`src/rtl/pfd_pkg.sv`:
```
package pfd_pkg;

  // Next state of one pump latch: the clear wins, an active window holds,
  // otherwise a detected edge sets it.
  function automatic logic latch_next(input logic q, input logic rise,
                                      input logic hold, input logic clr);
    if (clr) return 1'b0;
    if (hold) return q;
    return q | rise;
  endfunction

endpackage

```
`src/rtl/pfd_edge_sync.sv`:
```
module pfd_edge_sync #(
  parameter int STAGES = 2
) (
  input  logic clk,
  input  logic rst,
  input  logic din,
  output logic rise
);
  logic [STAGES:0] sh_q;

  always_ff @(posedge clk) begin
    if (rst) sh_q <= '0;
    else     sh_q <= {sh_q[STAGES-1:0], din};
  end

  assign rise = sh_q[STAGES-1] & ~sh_q[STAGES];
endmodule

```
`src/rtl/pfd_latch_core.sv`:
```
module pfd_latch_core #(
  parameter int MIN_PULSE = 4
) (
  input  logic clk,
  input  logic rst,
  input  logic r_rise,
  input  logic v_rise,
  output logic up,
  output logic dn,
  output logic clr
);
  import pfd_pkg::*;
  localparam int CNT_W = (MIN_PULSE < 2) ? 1 : $clog2(MIN_PULSE + 1);

  logic             up_q, dn_q, both;
  logic [CNT_W-1:0] cnt_q;

  assign both = up_q & dn_q;
  assign clr  = both && (cnt_q == CNT_W'(MIN_PULSE - 1));

  always_ff @(posedge clk) begin
    if (rst) begin
      up_q  <= 1'b0;
      dn_q  <= 1'b0;
      cnt_q <= '0;
    end else begin
      up_q  <= latch_next(up_q, r_rise, both, clr);
      dn_q  <= latch_next(dn_q, v_rise, both, clr);
      cnt_q <= (both && !clr) ? cnt_q + 1'b1 : '0;
    end
  end

  assign up = up_q;
  assign dn = dn_q;
endmodule

```
`src/rtl/pfd_err_acc.sv`:
```
module pfd_err_acc #(
  parameter int ERR_W = 16
) (
  input  logic                    clk,
  input  logic                    rst,
  input  logic                    up,
  input  logic                    dn,
  input  logic                    clr,
  output logic signed [ERR_W-1:0] err,
  output logic                    valid
);
  localparam int CW = ERR_W - 1;

  logic [CW-1:0] uc_q, dc_q;

  function automatic logic [CW-1:0] sat_inc(input logic [CW-1:0] c);
    return (&c) ? c : c + 1'b1;
  endfunction

  function automatic logic signed [ERR_W-1:0] diff(input logic [CW-1:0] a,
                                                   input logic [CW-1:0] b);
    return $signed({1'b0, a}) - $signed({1'b0, b});
  endfunction

  always_ff @(posedge clk) begin
    if (rst) begin
      uc_q  <= '0;
      dc_q  <= '0;
      err   <= '0;
      valid <= 1'b0;
    end else begin
      valid <= clr;
      if (clr) begin
        // The clearing cycle has both high, so it cancels in the difference.
        err  <= diff(uc_q, dc_q);
        uc_q <= '0;
        dc_q <= '0;
      end else begin
        if (up) uc_q <= sat_inc(uc_q);
        if (dn) dc_q <= sat_inc(dc_q);
      end
    end
  end
endmodule

```
`src/rtl/pfd_minpulse.sv`:
```
module pfd_minpulse #(
  parameter int SYNC_STAGES = 2,
  parameter int MIN_PULSE   = 4,
  parameter int ERR_W       = 16
) (
  input  logic                    clk,
  input  logic                    rst,
  input  logic                    ref_i,
  input  logic                    fbk_i,
  output logic                    up_o,
  output logic                    dn_o,
  output logic signed [ERR_W-1:0] err_o,
  output logic                    err_valid_o
);
  logic r_rise, v_rise, clr;

  pfd_edge_sync #(.STAGES(SYNC_STAGES)) u_sync_r (
    .clk(clk), .rst(rst), .din(ref_i), .rise(r_rise));

  pfd_edge_sync #(.STAGES(SYNC_STAGES)) u_sync_v (
    .clk(clk), .rst(rst), .din(fbk_i), .rise(v_rise));

  pfd_latch_core #(.MIN_PULSE(MIN_PULSE)) u_core (
    .clk(clk), .rst(rst), .r_rise(r_rise), .v_rise(v_rise),
    .up(up_o), .dn(dn_o), .clr(clr));

  pfd_err_acc #(.ERR_W(ERR_W)) u_err (
    .clk(clk), .rst(rst), .up(up_o), .dn(dn_o), .clr(clr),
    .err(err_o), .valid(err_valid_o));
endmodule

```
`config.mk`:
```
export PLATFORM = sky130hd
export DESIGN_NAME = pfd_minpulse
export DESIGN_NICKNAME = d
export VERILOG_FILES = /design/src/rtl/pfd_pkg.sv /design/src/rtl/pfd_edge_sync.sv /design/src/rtl/pfd_latch_core.sv /design/src/rtl/pfd_err_acc.sv /design/src/rtl/pfd_minpulse.sv
export SDC_FILE = /design/constraint.sdc
export NUM_CORES = 1
export LEC_CHECK = 0
export ABC_AREA = 1
export CAP_MARGIN = 40
export CORE_ASPECT_RATIO = 1.25
export CORE_MARGIN = 5
export CORE_UTILIZATION = 45
export DETAILED_ROUTE_END_ITERATION = 6
export GPL_TIMING_DRIVEN = 0
export HOLD_SLACK_MARGIN = 0.12
export SLEW_MARGIN = 0
export SYNTH_ARGS = -nofsm -noshare
export SYNTH_HDL_FRONTEND = slang
export SYNTH_HIERARCHICAL = 1
export SYNTH_SLANG_ARGS = --single-unit
```
`constraint.sdc`:
```
create_clock -name clk -period 5.13 [get_ports clk]
set_input_delay 1.026 -clock clk [delete_from_list [all_inputs] [get_ports clk]]
set_output_delay 1.026 -clock clk [all_outputs]
set_load 0.05 [all_outputs]
```
==> flow_metrics.py, run 1 <==
metrics = {
    "outcome": {
        "outcome": "complete, no violations",
    },
    "timing": {
        "hold_violations": 0,
        "fin_crit_sh": 0.551,
        "max_slew_margin": 0.624,
        "fmax_ghz": 0.354,
        "clock_skew_ps": 7.39,
        "setup_viol": 0,
        "finalWorstSetupSlack_ps": 2300,
        "rsz0062_at_grt": "false",
        "tightestPinTransition_ps": 565,
        "final.min_clock_period_ps": 2830,
        "tns_ps": 0,
        "drv_slew": 0,
    },
    "global_routing": {
        "grt_max_degree": 12,
        "grt_pass1_wl_um": 14200,
        "gr-usage-all-layers": 0.190,
        "grt_pass1_vias": 3170,
        "grt_overflow_total": 0,
        "antenna_found_initial": 0,
    },
    "hold_path": {
        "min_path_cells": 2,
        "min_path_type": "reg -> reg",
    },
    "clocking": {
        "clkLatencyLatePin_ps": 340,
        "root_buffer": "clkbuf_8",
        "cts-buffers-inserted": 9,
        "htreeDepth": 3,
        "cts_hold_buffers": 0,
        "clkTransAtPathRegs_ps": 70,
        "cts_setup_buffers": 0,
        "cts_sinks": 58,
        "cts.path.max_buffers": 2,
        "cts_resized": 0,
        "cts_tree": "done",
    },
    "pwr": {
        "p_per_area_nw_per_um2": 245,
        "ir_drop_v": 0.000181,
        "total_power_mw": 0.986,
        "p_leak_nw": 1.91,
    },
    "setup_path": {
        "startpoint": "rst",
        "rr_worst_depth": 8,
        "cp.arrival_ps": 3090,
        "cp-end-kind": "flip-flop",
        "path_max_fanout": 10,
        "rr_startpoint": "u_core/cnt_q[0]$_SDFF_PP0_",
        "cp.required_ps": 5400,
        "critical_path_class": "in -> reg",
        "ff2ff_setup_slack_ps": 2830,
        "r2r_end": "u_err/dc_q[5]$_SDFFE_PP0P_",
        "cp_slowest_cell": "clkdlybuf4s50_1",
        "cp-endpoint": "u_err/dc_q[5]$_SDFFE_PP0P_",
        "crit_path_start_kind": "input port",
        "cpPeakStageDelay_ps": 580,
        "path_cells": "clkdlybuf4s50_1, nor2_2, clkinv_1, clkbuf_1, a21oi_1",
    },
    "final_layout": {
        "nFillCells": 779,
        "antenna_cells": 0,
        "final_layout_size_suffix_gt1_frac": 0.0596,
        "finalNetCount": 606,
        "finalNonFillerCells": 679,
        "seq_area_um2": 1160,
        "finish.utilization": 0.542,
        "mostFrequentLayoutCells": "nand2_1 (182), inv_1 (91), nor2_1 (58), dfxtp_1 (58), a21oi_1 (33)",
        "final_common_cell": "nand2_1",
        "area_growth_pct": 15.9,
        "multi_input_area_um2": 1920,
    },
    "drt": {
        "maxUsedRoutingLayer": "met4",
        "wl_met3_um": 258,
        "drt-met1-wl_um": 3740,
        "dr.pass1.iters": 5,
        "drtIter0Drc": 132,
        "route.antenna.remaining_nets": 0,
        "route.met2.wl_um": 4090,
        "viasPerCell": 4.91,
        "routed-via-count": 3337,
        "wirelength_um": 8290,
        "wire_per_inst_um": 12.2,
        "drc": 0,
    },
    "placed_design": {
        "globalplace.congestion": 0.917,
        "place_ws_ps": 1890,
        "dp_hpwl_um": 6370,
        "portBuffers": 22,
        "placed_cells": 663,
    },
    "synthesis": {
        "synth_top_family_by_area": "simple AND/OR/NAND/NOR gates",
        "synthMuxAreaShare": 0,
        "syn_nets": 573,
        "synth_edf_count": 0,
        "synthSimpleGateAreaFrac": 0.355,
        "synth_cells": 549,
        "synthesis.area_um2": 3480,
        "synth_xor_area_frac": 0.0226,
        "synth_compound_area_frac": 0.0988,
        "yosysWarnings": 6,
        "synth.avg_cell_area_um2": 6.34,
        "synthAdderAreaFrac": 0.0740,
        "synth_flop_cell": "dfxtp_1",
        "seq_area_frac_synth": 0.334,
        "async_flop_share": 0,
        "synth_cell_types": 32,
        "ys_ff_latch": 58,
    },
    "floorplan": {
        "initial_utilization": 0.468,
        "dieArea_um2": 9610,
        "die_w_um": 88.7,
        "rows": 35,
        "die_h_um": 108,
        "io_pins": 23,
        "core-area_um2": 7440,
    },
    "flow_run": {
        "cap_viol_max_count": 0,
    },
}
-- how the worst min path moves through the flow --
stage                                      startpoint                           to
final                     u_sync_v/sh_q[0]$_SDFF_PP0_  u_sync_v/sh_q[1]$_SDFF_PP0_
after global routing      u_sync_v/sh_q[0]$_SDFF_PP0_  u_sync_v/sh_q[1]$_SDFF_PP0_
after CTS                 u_sync_v/sh_q[0]$_SDFF_PP0_  u_sync_v/sh_q[1]$_SDFF_PP0_
after detailed placement  u_sync_v/sh_q[0]$_SDFF_PP0_  u_sync_v/sh_q[1]$_SDFF_PP0_
after global placement    u_sync_v/sh_q[0]$_SDFF_PP0_  u_sync_v/sh_q[1]$_SDFF_PP0_
after floorplan           u_sync_r/sh_q[0]$_SDFF_PP0_  u_sync_r/sh_q[1]$_SDFF_PP0_
-- where the power goes --
group          internal [mW]  total [mW]  switching [mW]
registers              0.454       0.458         0.00399
clock network          0.272       0.471           0.199
logic                 0.0183      0.0571          0.0389
total                  0.745       0.986           0.242
-- routing by layer --
layer / up-vias / track usage
met4: 0 / 0.0896
met1: 1502 / 0.220
met2: 47 / 0.325
met5: - / 0
met3: 14 / 0.0434
li1: 1774 / -
-- critical path: cells and delay by family --
| kind | cells | cell delay (ps) |
|---|---|---|
| buf+inv | 3 | 1380 |
| simple gates | 1 | 500 |
| compound gates | 1 | 170 |
-- sequential cells by signal, summed over array words and instances (netlist names) --
register       count
u_sync_v/sh_q      3
u_sync_r/sh_q      3
u_err/uc_q        15
u_core/cnt_q       3
u_err/valid        1
u_err/dc_q        15
u_err/err         16
u_core/up          1
u_core/dn          1
-- cells by family after synthesis --
logic type / Yosys count
AND/OR/NAND/NOR: 295
buffers and inverters: 101
AO/OA/AOI/OAI: 66
flip-flops: 58
adder cells (fa/ha/maj): 20
XOR/XNOR: 9
-- synth_stat cells (2+ instances only) --
cell type  count  share of area
ha_1          19          0.068
o21ai_0       28          0.040
dfxtp_1       58           0.33
nor2_1        58          0.063
nand2_2        4         0.0072
clkbuf_1       3         0.0032
xor2_1         5          0.013
nor3_4         2         0.0093
nor3_1         8          0.012
inv_1         91          0.098
a21oi_1       33          0.047
nand4_1        5         0.0090
nand3_1       27          0.039
buf_2          2         0.0029
xnor2_1        4          0.010
nand3b_1       4         0.0086
nor2_2         2         0.0036
nand2_1      182           0.20
-- area by class of cell --
type | count | share of cell area
multi-input combinational | 390 | 0.475
timing repair buffer | 22 | 0.0546
inverter | 93 | 0.0865
clock inverter | 7 | 0.0233
buffer | 8 | 0.0136
clock buffer | 9 | 0.0307
sequential | 58 | 0.288
tap | 92 | 0.0285
-- metrics by stage --
stage	hold slack, ps	instance area (um^2)
final	403	4030
after global routing	450	4030
after CTS	405	4030
after detailed placement	394	3820
after global placement	390	3820
after floorplan	388	3480
No activity file was read; power rests on OpenSTA's default activity.
==> run 2, diff against run 1 <==
--- a/config.mk
+++ b/config.mk
@@ -13,6 +13,7 @@
 export DETAILED_ROUTE_END_ITERATION = 6
 export GPL_TIMING_DRIVEN = 0
 export HOLD_SLACK_MARGIN = 0.12
+export PLACE_DENSITY = 0.66
 export SLEW_MARGIN = 0
 export SYNTH_ARGS = -nofsm -noshare
 export SYNTH_HDL_FRONTEND = slang
==> constraint.sdc (replaced) <==
create_clock -name clk -period 2.4 [get_ports clk]
set_input_delay 0.48 -clock clk [delete_from_list [all_inputs] [get_ports clk]]
set_output_delay 0.48 -clock clk [all_outputs]
set_load 0.05 [all_outputs]
==> flow_metrics.py, run 2 (same netlist as run 1, synthesis figures left out) <==
metrics = {
    "global_routing": {
        "grt_max_degree": 13,
        "grt_overflow_total": 0,
        "antenna_found_initial": 0,
        "grt_pass1_vias": 3220,
        "grt_pass1_wl_um": 14000,
        "gr-usage-all-layers": 0.187,
    },
    "floorplan": {
        "initial_utilization": 0.468,
        "die_h_um": 108,
        "dieArea_um2": 9610,
        "rows": 35,
        "core-area_um2": 7440,
        "die_w_um": 88.7,
        "io_pins": 23,
    },
    "final_layout": {
        "finalNonFillerCells": 679,
        "final_common_cell": "nand2_1",
        "mostFrequentLayoutCells": "nand2_1 (182), inv_1 (91), nor2_1 (58), dfxtp_1 (58), a21oi_1 (33)",
        "final_layout_size_suffix_gt1_frac": 0.0613,
        "nFillCells": 784,
        "finalNetCount": 606,
        "final_cell_area_um2": 4050,
        "antenna_cells": 0,
        "top_regs": "u_err/err (16), u_err/dc_q (15), u_err/uc_q (15)",
        "area_growth_pct": 16.4,
        "largest-register": "u_err/err",
        "largest_reg_flops": 16,
    },
    "clocking": {
        "clkLatencyLatePin_ps": 340,
        "cts-buffers-inserted": 9,
        "cts_sinks": 58,
        "clkTransAtPathRegs_ps": 70,
        "root_buffer": "clkbuf_8",
        "cts_hold_buffers": 0,
        "cts.path.max_buffers": 2,
        "cts_resized": 0,
        "cts_setup_buffers": 0,
        "htreeDepth": 3,
        "cts_tree": "done",
    },
    "setup_path": {
        "path_max_fanout": 6,
        "critical_path_class": "reg -> out",
        "path_cells": "clkdlybuf4s50_1",
        "rr_startpoint": "u_err/uc_q[0]$_SDFFE_PP0P_",
        "path_buf_inv": 1,
        "r2r_end": "u_err/err[12]$_SDFFE_PP0P_",
        "cp-end-kind": "primary output",
        "cp.arrival_ps": 1700,
        "cp_slowest_cell": "clkdlybuf4s50_1",
        "ff2ff_setup_slack_ps": 250,
        "crit_path_start_kind": "flip-flop",
        "crit_family": "buffers and inverters",
        "cp.required_ps": 1920,
        "cpPeakStageDelay_ps": 870,
        "rr_worst_depth": 11,
    },
    "placed_design": {
        "portBuffers": 22,
        "dp_hpwl_um": 6340,
        "placed_cells": 663,
        "globalplace.congestion": 0.957,
        "dpl_cell_area_um2": 3820,
    },
    "timing": {
        "hold_ws_ps": 408,
        "tns_ps": 0,
        "final.min_clock_period_ps": 2180,
        "rsz0062_at_grt": "false",
        "fmax_ghz": 0.459,
        "tightestPinTransition_ps": 542,
        "max_slew_margin": 0.639,
        "hold_violations": 0,
        "fin_crit_sh": 0.907,
        "setup_viol": 0,
        "clock_skew_ps": 13.0,
        "drv_slew": 0,
    },
    "hold_path": {
        "hold_end": "u_sync_v/sh_q[1]$_SDFF_PP0_",
        "min_path_cells": 2,
        "worstHoldStart": "u_sync_v/sh_q[0]$_SDFF_PP0_",
        "min_path_type": "reg -> reg",
    },
    "drt": {
        "wire_per_inst_um": 12.0,
        "routed-via-count": 3307,
        "drtIter0Drc": 209,
        "route.antenna.remaining_nets": 0,
        "drc": 0,
        "wirelength_um": 8130,
        "viasPerCell": 4.87,
        "dr.pass1.iters": 4,
    },
    "pwr": {
        "ir_drop_v": 0.000329,
        "p_leak_nw": 1.91,
        "total_power_mw": 2.13,
        "p_per_area_nw_per_um2": 527,
    },
    "outcome": {
        "outcome": "complete, no violations",
    },
    "flow_run": {
        "cap_viol_max_count": 0,
    },
}
run 2: final cells by class:
class                           count  area, um^2  area share
Multi-Input combinational cell    390        1920       0.474
Sequential cell                    58        1160       0.287
Inverter                           93         353      0.0871
Timing Repair Buffer               22         220      0.0544
Clock buffer                        9         124      0.0306
Tap cell                           92         115      0.0284
Clock inverter                      7         101      0.0250
Buffer                              8        55.1      0.0136
run 2: worst max-delay path by stage:
stage	start	end	slack [ps]	cells past startpoint
finish	u_core/up$_SDFFE_PP0P_	up_o	220	1
CTS	u_core/cnt_q[0]$_SDFF_PP0_	u_err/dc_q[5]$_SDFFE_PP0P_	30	8
floorplan	u_core/up$_SDFFE_PP0P_	u_err/err[4]$_SDFFE_PP0P_	490	8
global placement	rst	u_err/dc_q[13]$_SDFFE_PP0P_	-300	5
global route	u_err/uc_q[0]$_SDFFE_PP0P_	u_err/err[12]$_SDFFE_PP0P_	10	11
detailed placement	rst	u_err/dc_q[13]$_SDFFE_PP0P_	-270	5
run 2: layer usage:
layer  vias to the layer above  wire (um)  track usage
met4                         0        252       0.0810
met1                      1457       3530        0.201
li1                       1777          -            -
met5                         -          0            0
met3                        20        304       0.0457
met2                        53       4040        0.339
run 2: through the flow:
stage / setup slack (ps) / util
2_1_floorplan: 494 / -
3_3_place_gp: -300 / 0.513
3_5_place_dp: -266 / 0.513
4_1_cts: 31.0 / 0.543
5_1_grt: 11.6 / 0.544
6_report: 222 / 0.544
run 2: report_power, final:
| part | switching, mW | internal (mW) | leakage [nW] |
|---|---|---|---|
| Clock | 0.440 | 0.591 | 0.106 |
| Sequential | 0.00896 | 0.971 | 0.469 |
| Combinational | 0.0846 | 0.0396 | 1.34 |
| Total | 0.533 | 1.60 | 1.91 |
